==> config.mk <==
export PLATFORM = sky130hd
export DESIGN_NAME = flash_guard
export DESIGN_NICKNAME = d
export VERILOG_FILES = /design/src/rtl/flash_guard_pkg.sv /design/src/rtl/flash_guard_ctrl.sv /design/src/rtl/flash_guard_regs.sv /design/src/rtl/flash_guard.sv
export SDC_FILE = /design/constraint.sdc
export NUM_CORES = 1
export LEC_CHECK = 0
export ABC_CLOCK_PERIOD_IN_PS = 3200
export BUFFER_PORTS_ARGS = -buffer_cell sky130_fd_sc_hd__buf_2
export CORE_ASPECT_RATIO = 0.8
export CORE_MARGIN = 3
export CORE_UTILIZATION = 53
export DETAILED_ROUTE_END_ITERATION = 10
export HOLD_SLACK_MARGIN = 0.15
export PLACE_DENSITY = 0.81
export SLEW_MARGIN = 20
export SYNTH_ARGS = -nofsm -noshare
export SYNTH_HDL_FRONTEND = slang
export SYNTH_SLANG_ARGS = --single-unit
==> constraint.sdc <==
create_clock -name clk -period 3.2 [get_ports clk]
set_clock_uncertainty 0.05 [all_clocks]
set_input_delay 0.16 -clock clk [delete_from_list [all_inputs] [get_ports clk]]
set_output_delay 0.16 -clock clk [all_outputs]
set_load 0.1 [all_outputs]
==> src/rtl/flash_guard_pkg.sv <==
package flash_guard_pkg;
  localparam int DATA_W      = 8;
  localparam int ERASE_REGS  = 2;
  localparam int NUM_BLOCKS  = DATA_W * ERASE_REGS;
  localparam int NUM_REGS    = 2 + ERASE_REGS;
  localparam int ADDR_W      = $clog2(NUM_REGS);

  localparam int ADDR_CTRL   = 0;
  localparam int ADDR_EMU    = 1;
  localparam int ADDR_ERASE0 = 2;

  // control register bit positions
  localparam int CB_WEN   = 0;
  localparam int CB_PROG  = 1;
  localparam int CB_ERASE = 2;
  localparam int CB_PV    = 3;
  localparam int CB_EV    = 4;
  localparam int CB_ERR   = 7;
  localparam int CTRL_W   = 5;   // stored writable bits
  localparam int EB_ON    = 0;   // emulation bit position

  typedef enum logic [1:0] {
    MODE_IDLE  = 2'd0,
    MODE_PROG  = 2'd1,
    MODE_ERASE = 2'd2
  } mode_e;

  typedef struct packed {
    logic                  setErr;
    logic                  wrCtrl;
    logic                  wrEmu;
    logic [ERASE_REGS-1:0] wrErase;
  } strobe_t;
endpackage

==> src/rtl/flash_guard_ctrl.sv <==
module flash_guard_ctrl
  import flash_guard_pkg::*;
(
  input  logic              clk,
  input  logic              rstN,
  input  logic [ADDR_W-1:0] regAddr,
  input  logic              regWr,
  input  logic [DATA_W-1:0] regWrData,
  input  logic              emuBit,
  input  logic              errFlag,
  input  logic              arrayRead,
  input  logic              excEntry,
  input  logic              sleepReq,
  output strobe_t           strobes,
  output mode_e             mode
);
  mode_e modeNext;
  logic  errEvent;
  logic  inMode;

  assign inMode   = (mode != MODE_IDLE);
  assign errEvent = inMode && (arrayRead || excEntry || sleepReq);

  // address decode into datapath strobes
  always_comb begin
    strobes        = '0;
    strobes.setErr = errEvent;
    if (regWr) begin
      strobes.wrCtrl = (regAddr == ADDR_W'(ADDR_CTRL));
      strobes.wrEmu  = (regAddr == ADDR_W'(ADDR_EMU));
      for (int i = 0; i < ERASE_REGS; i++)
        strobes.wrErase[i] = (regAddr == ADDR_W'(ADDR_ERASE0 + i));
    end
  end

  // mode state machine
  always_comb begin
    modeNext = mode;
    if (errEvent) begin
      modeNext = MODE_IDLE;
    end else if (strobes.wrCtrl) begin
      modeNext = MODE_IDLE;
      if (regWrData[CB_WEN] && !emuBit && !errFlag) begin
        if (regWrData[CB_PROG] && !regWrData[CB_ERASE])
          modeNext = MODE_PROG;
        else if (regWrData[CB_ERASE] && !regWrData[CB_PROG])
          modeNext = MODE_ERASE;
      end
    end else if (strobes.wrEmu && regWrData[EB_ON]) begin
      modeNext = MODE_IDLE;
    end
  end

  always_ff @(posedge clk or negedge rstN) begin
    if (!rstN) mode <= MODE_IDLE;
    else       mode <= modeNext;
  end
endmodule

==> src/rtl/flash_guard_regs.sv <==
module flash_guard_regs
  import flash_guard_pkg::*;
(
  input  logic                  clk,
  input  logic                  rstN,
  input  strobe_t               strobes,
  input  mode_e                 mode,
  input  logic [ADDR_W-1:0]     regAddr,
  input  logic [DATA_W-1:0]     regWrData,
  output logic [DATA_W-1:0]     regRdData,
  output logic                  emuBit,
  output logic                  errFlag,
  output logic                  wenBit,
  output logic                  progActive,
  output logic                  eraseActive,
  output logic                  pvActive,
  output logic                  evActive,
  output logic [NUM_BLOCKS-1:0] blkEraseEn
);
  logic [CTRL_W-1:0]                 ctrlBits;
  logic [ERASE_REGS-1:0][DATA_W-1:0] eraseRegs;

  always_ff @(posedge clk or negedge rstN) begin
    if (!rstN)               ctrlBits <= '0;
    else if (strobes.wrCtrl) ctrlBits <= regWrData[CTRL_W-1:0];
  end

  always_ff @(posedge clk or negedge rstN) begin
    if (!rstN)              emuBit <= 1'b0;
    else if (strobes.wrEmu) emuBit <= regWrData[EB_ON];
  end

  // sticky: only reset clears it
  always_ff @(posedge clk or negedge rstN) begin
    if (!rstN)               errFlag <= 1'b0;
    else if (strobes.setErr) errFlag <= 1'b1;
  end

  for (genvar g = 0; g < ERASE_REGS; g++) begin : g_erase
    always_ff @(posedge clk or negedge rstN) begin
      if (!rstN)                   eraseRegs[g] <= '0;
      else if (strobes.wrErase[g]) eraseRegs[g] <= regWrData;
    end
  end

  assign wenBit      = ctrlBits[CB_WEN];
  assign progActive  = (mode == MODE_PROG);
  assign eraseActive = (mode == MODE_ERASE);
  assign pvActive    = ctrlBits[CB_PV] && wenBit && !emuBit;
  assign evActive    = ctrlBits[CB_EV] && wenBit && !emuBit;
  assign blkEraseEn  = eraseActive ? eraseRegs : '0;

  always_comb begin
    regRdData = '0;
    if (regAddr == ADDR_W'(ADDR_CTRL)) begin
      regRdData[CTRL_W-1:0] = ctrlBits;
      regRdData[CB_ERR]     = errFlag;
    end else if (regAddr == ADDR_W'(ADDR_EMU)) begin
      regRdData[EB_ON] = emuBit;
    end
    for (int i = 0; i < ERASE_REGS; i++)
      if (regAddr == ADDR_W'(ADDR_ERASE0 + i)) regRdData = eraseRegs[i];
  end
endmodule

==> src/rtl/flash_guard.sv <==
module flash_guard
  import flash_guard_pkg::*;
(
  input  logic                  clk,
  input  logic                  rstN,
  input  logic [ADDR_W-1:0]     regAddr,
  input  logic                  regWr,
  input  logic [DATA_W-1:0]     regWrData,
  output logic [DATA_W-1:0]     regRdData,
  input  logic                  arrayRead,
  input  logic                  excEntry,
  input  logic                  sleepReq,
  output logic                  progActive,
  output logic                  eraseActive,
  output logic                  pvActive,
  output logic                  evActive,
  output logic [NUM_BLOCKS-1:0] blkEraseEn
);
  strobe_t strobes;
  mode_e   mode;
  logic    emuBit;
  logic    errFlag;
  logic    wenBit;

  flash_guard_ctrl u_ctrl (
    .clk       (clk),
    .rstN      (rstN),
    .regAddr   (regAddr),
    .regWr     (regWr),
    .regWrData (regWrData),
    .emuBit    (emuBit),
    .errFlag   (errFlag),
    .arrayRead (arrayRead),
    .excEntry  (excEntry),
    .sleepReq  (sleepReq),
    .strobes   (strobes),
    .mode      (mode)
  );

  flash_guard_regs u_regs (
    .clk         (clk),
    .rstN        (rstN),
    .strobes     (strobes),
    .mode        (mode),
    .regAddr     (regAddr),
    .regWrData   (regWrData),
    .regRdData   (regRdData),
    .emuBit      (emuBit),
    .errFlag     (errFlag),
    .wenBit      (wenBit),
    .progActive  (progActive),
    .eraseActive (eraseActive),
    .pvActive    (pvActive),
    .evActive    (evActive),
    .blkEraseEn  (blkEraseEn)
  );
endmodule

# Word-level counts from Yosys, hierarchy flattened

Cells that the tools add are included.

Logic and storage cells: 44
Bits in registers: 25
Output and inout bits: 28

Eq/ne operators: 5
Reductions and logical operators: 19
Mux-type cells: 14

Operator list:

| cell                                           | count |
|---|---|
| 2-to-1 mux 16 bit                              | 1 |
| 2-to-1 mux 8 bit                               | 2 |
| 2-to-1 mux 2 bit                               | 6 |
| logical AND 1 bit                              | 10 |
| 2-to-1 mux 4 bit                               | 2 |
| == test 2 bit (second input constant)          | 3 |
| == test 2 x 1 -> 1 bit (second input constant) | 2 |
| logical NOT 1 bit                              | 4 |
| 2-to-1 mux 1 bit                               | 3 |
| nonzero test 3 bit                             | 1 |
| logical NOT 2 bit                              | 1 |
| logical OR 1 bit                               | 2 |
| nonzero test 2 bit                             | 1 |

# Logic depth before layout (Yosys ltp)

Depth in word-level cells: 7
Depth in mapped cells: 4
Mapped depth without buffers: 3

# Cells and area by module

From an unflattened synthesis, not the netlist that was laid out.

Cells, all modules: 106
Area total of the unflattened synthesis: 1328.8 µm²

By module, submodules not included:

| module           | area each (µm²) | instances | cells an instance |
|---|---|---|---|
| flash_guard_regs | 1154.9          | 1         | 87 |
| flash_guard_ctrl | 173.9           | 1         | 19 |

# Worst setup path before layout

Ideal clock, no wire load.

Kind: register -> output
Start point: reg u_ctrl.mode[0]
End point: out blkEraseEn[10]
Buffers on the path: 1
Arrival: 1.973 ns
Setup slack: 1.017 ns
Required time: 2.990 ns
Cell stages (with the launch flop): 4
Cell sequence: dfrtp_1 nor2b_1 buf_2 and2_1

Longest elaborated chain between the ends: 2

Ends and longest elaborated chain:

| what                     | line                   | RTL |
|---|---|---|
| start: declaration       | flash_guard_ctrl.sv:15 | `output mode_e mode` |
| start signal: assignment | flash_guard_ctrl.sv:56 | `else mode <= modeNext;` |
| == test 2 bit            | flash_guard_regs.sv:48 | `assign eraseActive = (mode == MODE_ERASE);` |
| net eraseActive          | flash_guard.sv:14      | `output logic eraseActive,` |
| 2-to-1 mux 16 bit        | flash_guard_regs.sv:51 | `assign blkEraseEn = eraseActive ? eraseRegs : '0;` |
| end: declaration         | flash_guard.sv:17      | `output logic [NUM_BLOCKS-1:0] blkEraseEn` |

The timed path passes the listed nets, and every way through them passes these cells.

# Worst setup path after layout

Start point: reg u_ctrl.mode[1]
End point: out blkEraseEn[10]

Longest elaborated chain between the ends: 2

Ends and longest elaborated chain:

| what              | line |
|---|---|
| == test 2 bit     | flash_guard_regs.sv:48 |
| 2-to-1 mux 16 bit | flash_guard_regs.sv:51 |

No other way between the ends.

==> metrics.md <==
| Metric | Value |
|---|---|
| Unique masters post-synth | `21` |
| Most frequent cells in the layout | `buf_2 (43), mux2_2 (27), dfrtp_1 (25), and2_1 (16), dlygate4sd3_1 (12)` |
| Global router's overall resource usage | `20.9%` |
| Post-synth top area share | `47.2%` |
| Commonest non-fill, non-tap cell in the layout | `buf_2` |
| Starting Density | `58.4%` |
| Cell family with most CP delay | `simple AND/OR/NAND/NOR gates` |
| Critical Path Sink Type | `output port` |
| Pint | `0.000539 W` |
| Hold EP | `u_regs.errFlag` |
| Clock share of power | `15.3%` |
| WP data arrival | `2.16 ns` |
| Synth top area cells | `dfrtp_1 (47%), mux2_2 (23%), and2_1 (7.5%)` |
| Residual DRC | `0` |
| Die ar. | `3140 um^2` |
| FF-to-FF End | `u_ctrl.mode[1]` |
| Placer Congestion | `0.803` |
| Synthesized area per cell | `12.8 um^2` |
| Final ANT Viol Nets | `0` |
| Synth Area in Compound Gates | `5.57%` |
| Period utilisation layout | `74.0%` |
| Worst setup SP type | `flop` |
| Slew Limit Fails | `0` |
| I/O pins | `44` |
| H-tree depth | `1` |
| Required @ worst endpoint | `2.99 ns` |
| Share of layout cells above drive strength 1 | `49.1%` |
| Global-route wire length before repair | `4760 um` |
| Worst-Margin Slew | `0.939 ns` |
| Cts repair resizes | `0` |
| Syn. warnings | `0` |
| R2R setup slack | `1.66 ns` |
| Core area | `2270 um^2` |
| Critical Path Slowest Stage Cell | `nor2b_1` |
| Clock Path Buffers | `2` |
| Hold Crit Start | `arrayRead` |
| Routed WL per cell | `14.8 um` |
| Status | `finished, final reports clean` |
| Total routed wirelength | `2860 um` |
| Overflow after GRT | `0` |
| Adder-cell share of the synthesized area | `0%` |
| Slew headroom | `37.3%` |
| Initial antenna violation count | `0` |
| Crit path buffers/inverters | `1` |
| ANT cells | `0` |
| Iteration-0 DRC Markers | `24` |
| Post-synthesis xor/xnor area fraction | `0%` |
| Cell chain of the critical path | `nor2b_1, and2_1, buf_2` |
| Fmax | `422 MHz` |
| Hold Path Depth | `3` |
| Simple-gate share of the synthesized area | `18.9%` |
| Die width | `61.9 um` |
| CTS Sinks | `25` |
| Net Sw Power | `0.000400 W` |
| Post-Place Cells | `177` |
| Worst reg-to-reg path cell count | `4` |
| Area grow syn2layout | `28.8%` |
| Gate power share | `40.6%` |
| Hold Vio Cnt, Final | `0` |
| Vias/cell | `5.31` |
| Total power | `0.000939 W` |
| PD cells | `550 nW/um^2` |
| Nets@finish | `176` |
| Worst Hold Class | `input pin to flop` |
| R2r startpoint | `u_regs.emuBit` |
| CTS root buf | `clkbuf_4` |
| Sw frac | `42.6%` |
| Part of the power in registers | `44.2%` |
| # port buffers | `43` |
| DRT Pass-1 Iters | `4` |
| WS Path Type | `flop to output port` |
| RSZ-0062 raised after global routing | `false` |
| Setup TNS | `0 ns` |
| Leakage | `0.844 nW` |
| Post-synthesis sequential area ratio | `47.2%` |
| Proportion of synthesized area in mux cells | `26.4%` |
| Worst-Skew Late Latency | `0.32 ns` |
| Rows | `15` |
| Util after Layout | `75.2%` |
| Final Hold Slack | `0.185 ns` |
| CTS tree | `built` |
| #FFs+latches synth | `25` |
| Post-synthesis cell count | `104` |
| Cell Area, Synth | `1330 um^2` |
| CP max stage delay | `0.76 ns` |
| Max IR drop VDD | `0.000516 V` |
| Pin count of the biggest net entering global routing | `26` |
| Largest family of logic cells by synthesized area | `multiplexers` |
| Post-Synthesis Net Count | `120` |
| Top cell type by total area after synthesis | `dfrtp_1` |
| Tmin final | `2.37 ns` |
| Fin cells | `193` |
| DP HPWL | `1930 um` |
| Num CTS Buffers | `3` |
| DR vias | `1025` |
| CP max FO | `17` |
| Endpoints failing setup | `0` |
| Max_cap viols | `0` |
| Die Y | `50.7 um` |
| Worst-path clk slew | `0.14 ns` |
| Vias in the first global route | `1067` |
[worst max path at each step]
stage	startpoint	end	slack, ns	cells past startpoint
floorplan	u_ctrl.mode[0]	blkEraseEn[10]	1.02	3
global placement	u_ctrl.mode[0]	blkEraseEn[10]	1.28	3
detailed placement	u_ctrl.mode[0]	blkEraseEn[10]	1.20	3
CTS	u_ctrl.mode[1]	blkEraseEn[10]	0.80	3
global route	u_ctrl.mode[1]	blkEraseEn[10]	0.63	3
finish	u_ctrl.mode[1]	blkEraseEn[10]	0.83	3
[layer usage]
layer	vias up	GRT usage (%)	part of all wire, %
met3	2	6.43	5.3
met2	34	35.9	52
li1	485	-	-
met5	-	0	0
met1	504	24.7	42
met4	0	5.65	0.77
[final cells by class]
cell class / instances / area [um^2]
well taps: 34 / 42.5
repair buffers: 55 / 335
fillers: 161 / 563
flip-flops and latches: 25 / 626
clock inverters: 1 / 7.51
clock buffers: 3 / 22.5
multi-input cells: 75 / 674
[registers in the layout, summed over array words and instances (netlist names)]
name              cells
u_ctrl.mode           2
u_regs.ctrlBits       5
u_regs.emuBit         1
u_regs.eraseRegs     16
u_regs.errFlag        1
[cell usage after synthesis]
library cell / count
a21oi_1: 2
a22o_1: 5
and2_1: 16
and3b_1: 2
buf_2: 3
buf_6: 1
dfrtp_1: 25
mux2_2: 27
mux2i_1: 2
mux4_1: 1
nand3_4: 1
nand3b_1: 1
nand3b_2: 1
nand4_1: 2
nor2_1: 2
nor2b_1: 7
nor3b_4: 1
o21ai_0: 2
o32a_1: 1
or2_2: 1
or2b_1: 1
[worst register-to-register path, stage by stage, from the launching register on]
cell           delay [ns]
dfrtp_1              0.44
nor2_1               0.17
nand4_1              0.11
a21oi_1              0.16
dlygate4sd3_1        0.56
[kinds of logic (layout without fill, tap and decap cells)]
group / after synthesis / after routing
AND/OR/NAND/NOR: 35 / 35
buffers and inverters: 4 / 59
AO/OA/AOI/OAI: 10 / 10
multiplexers: 30 / 30
flip-flops: 25 / 25
[per-stage QoR]
stage | instance area, um^2 | setup WS (ns)
final | 1710 | 0.832
after global routing | 1710 | 0.631
after CTS | 1710 | 0.796
after detailed placement | 1560 | 1.20
after global placement | 1560 | 1.28
after floorplan | 1330 | 1.02
[power groups by stage]
stage	registers (W)	logic, W	clock network (W)
CTS	0.000414	0.000382	0.000151
floorplan	0.000408	0.000314	0
global placement	0.000417	0.000364	0
detailed placement	0.000421	0.000370	0
finish	0.000415	0.000381	0.000143
global route	0.000424	0.000401	0.000164
[what timing repair did]
action,in CTS,in global routing
hold buffers,12,0
buffers inserted,0,0
endpoints found under the setup margin,0,0
hold endpoints to repair,49,0
Note: power is estimated with default switching activity, not from simulation.
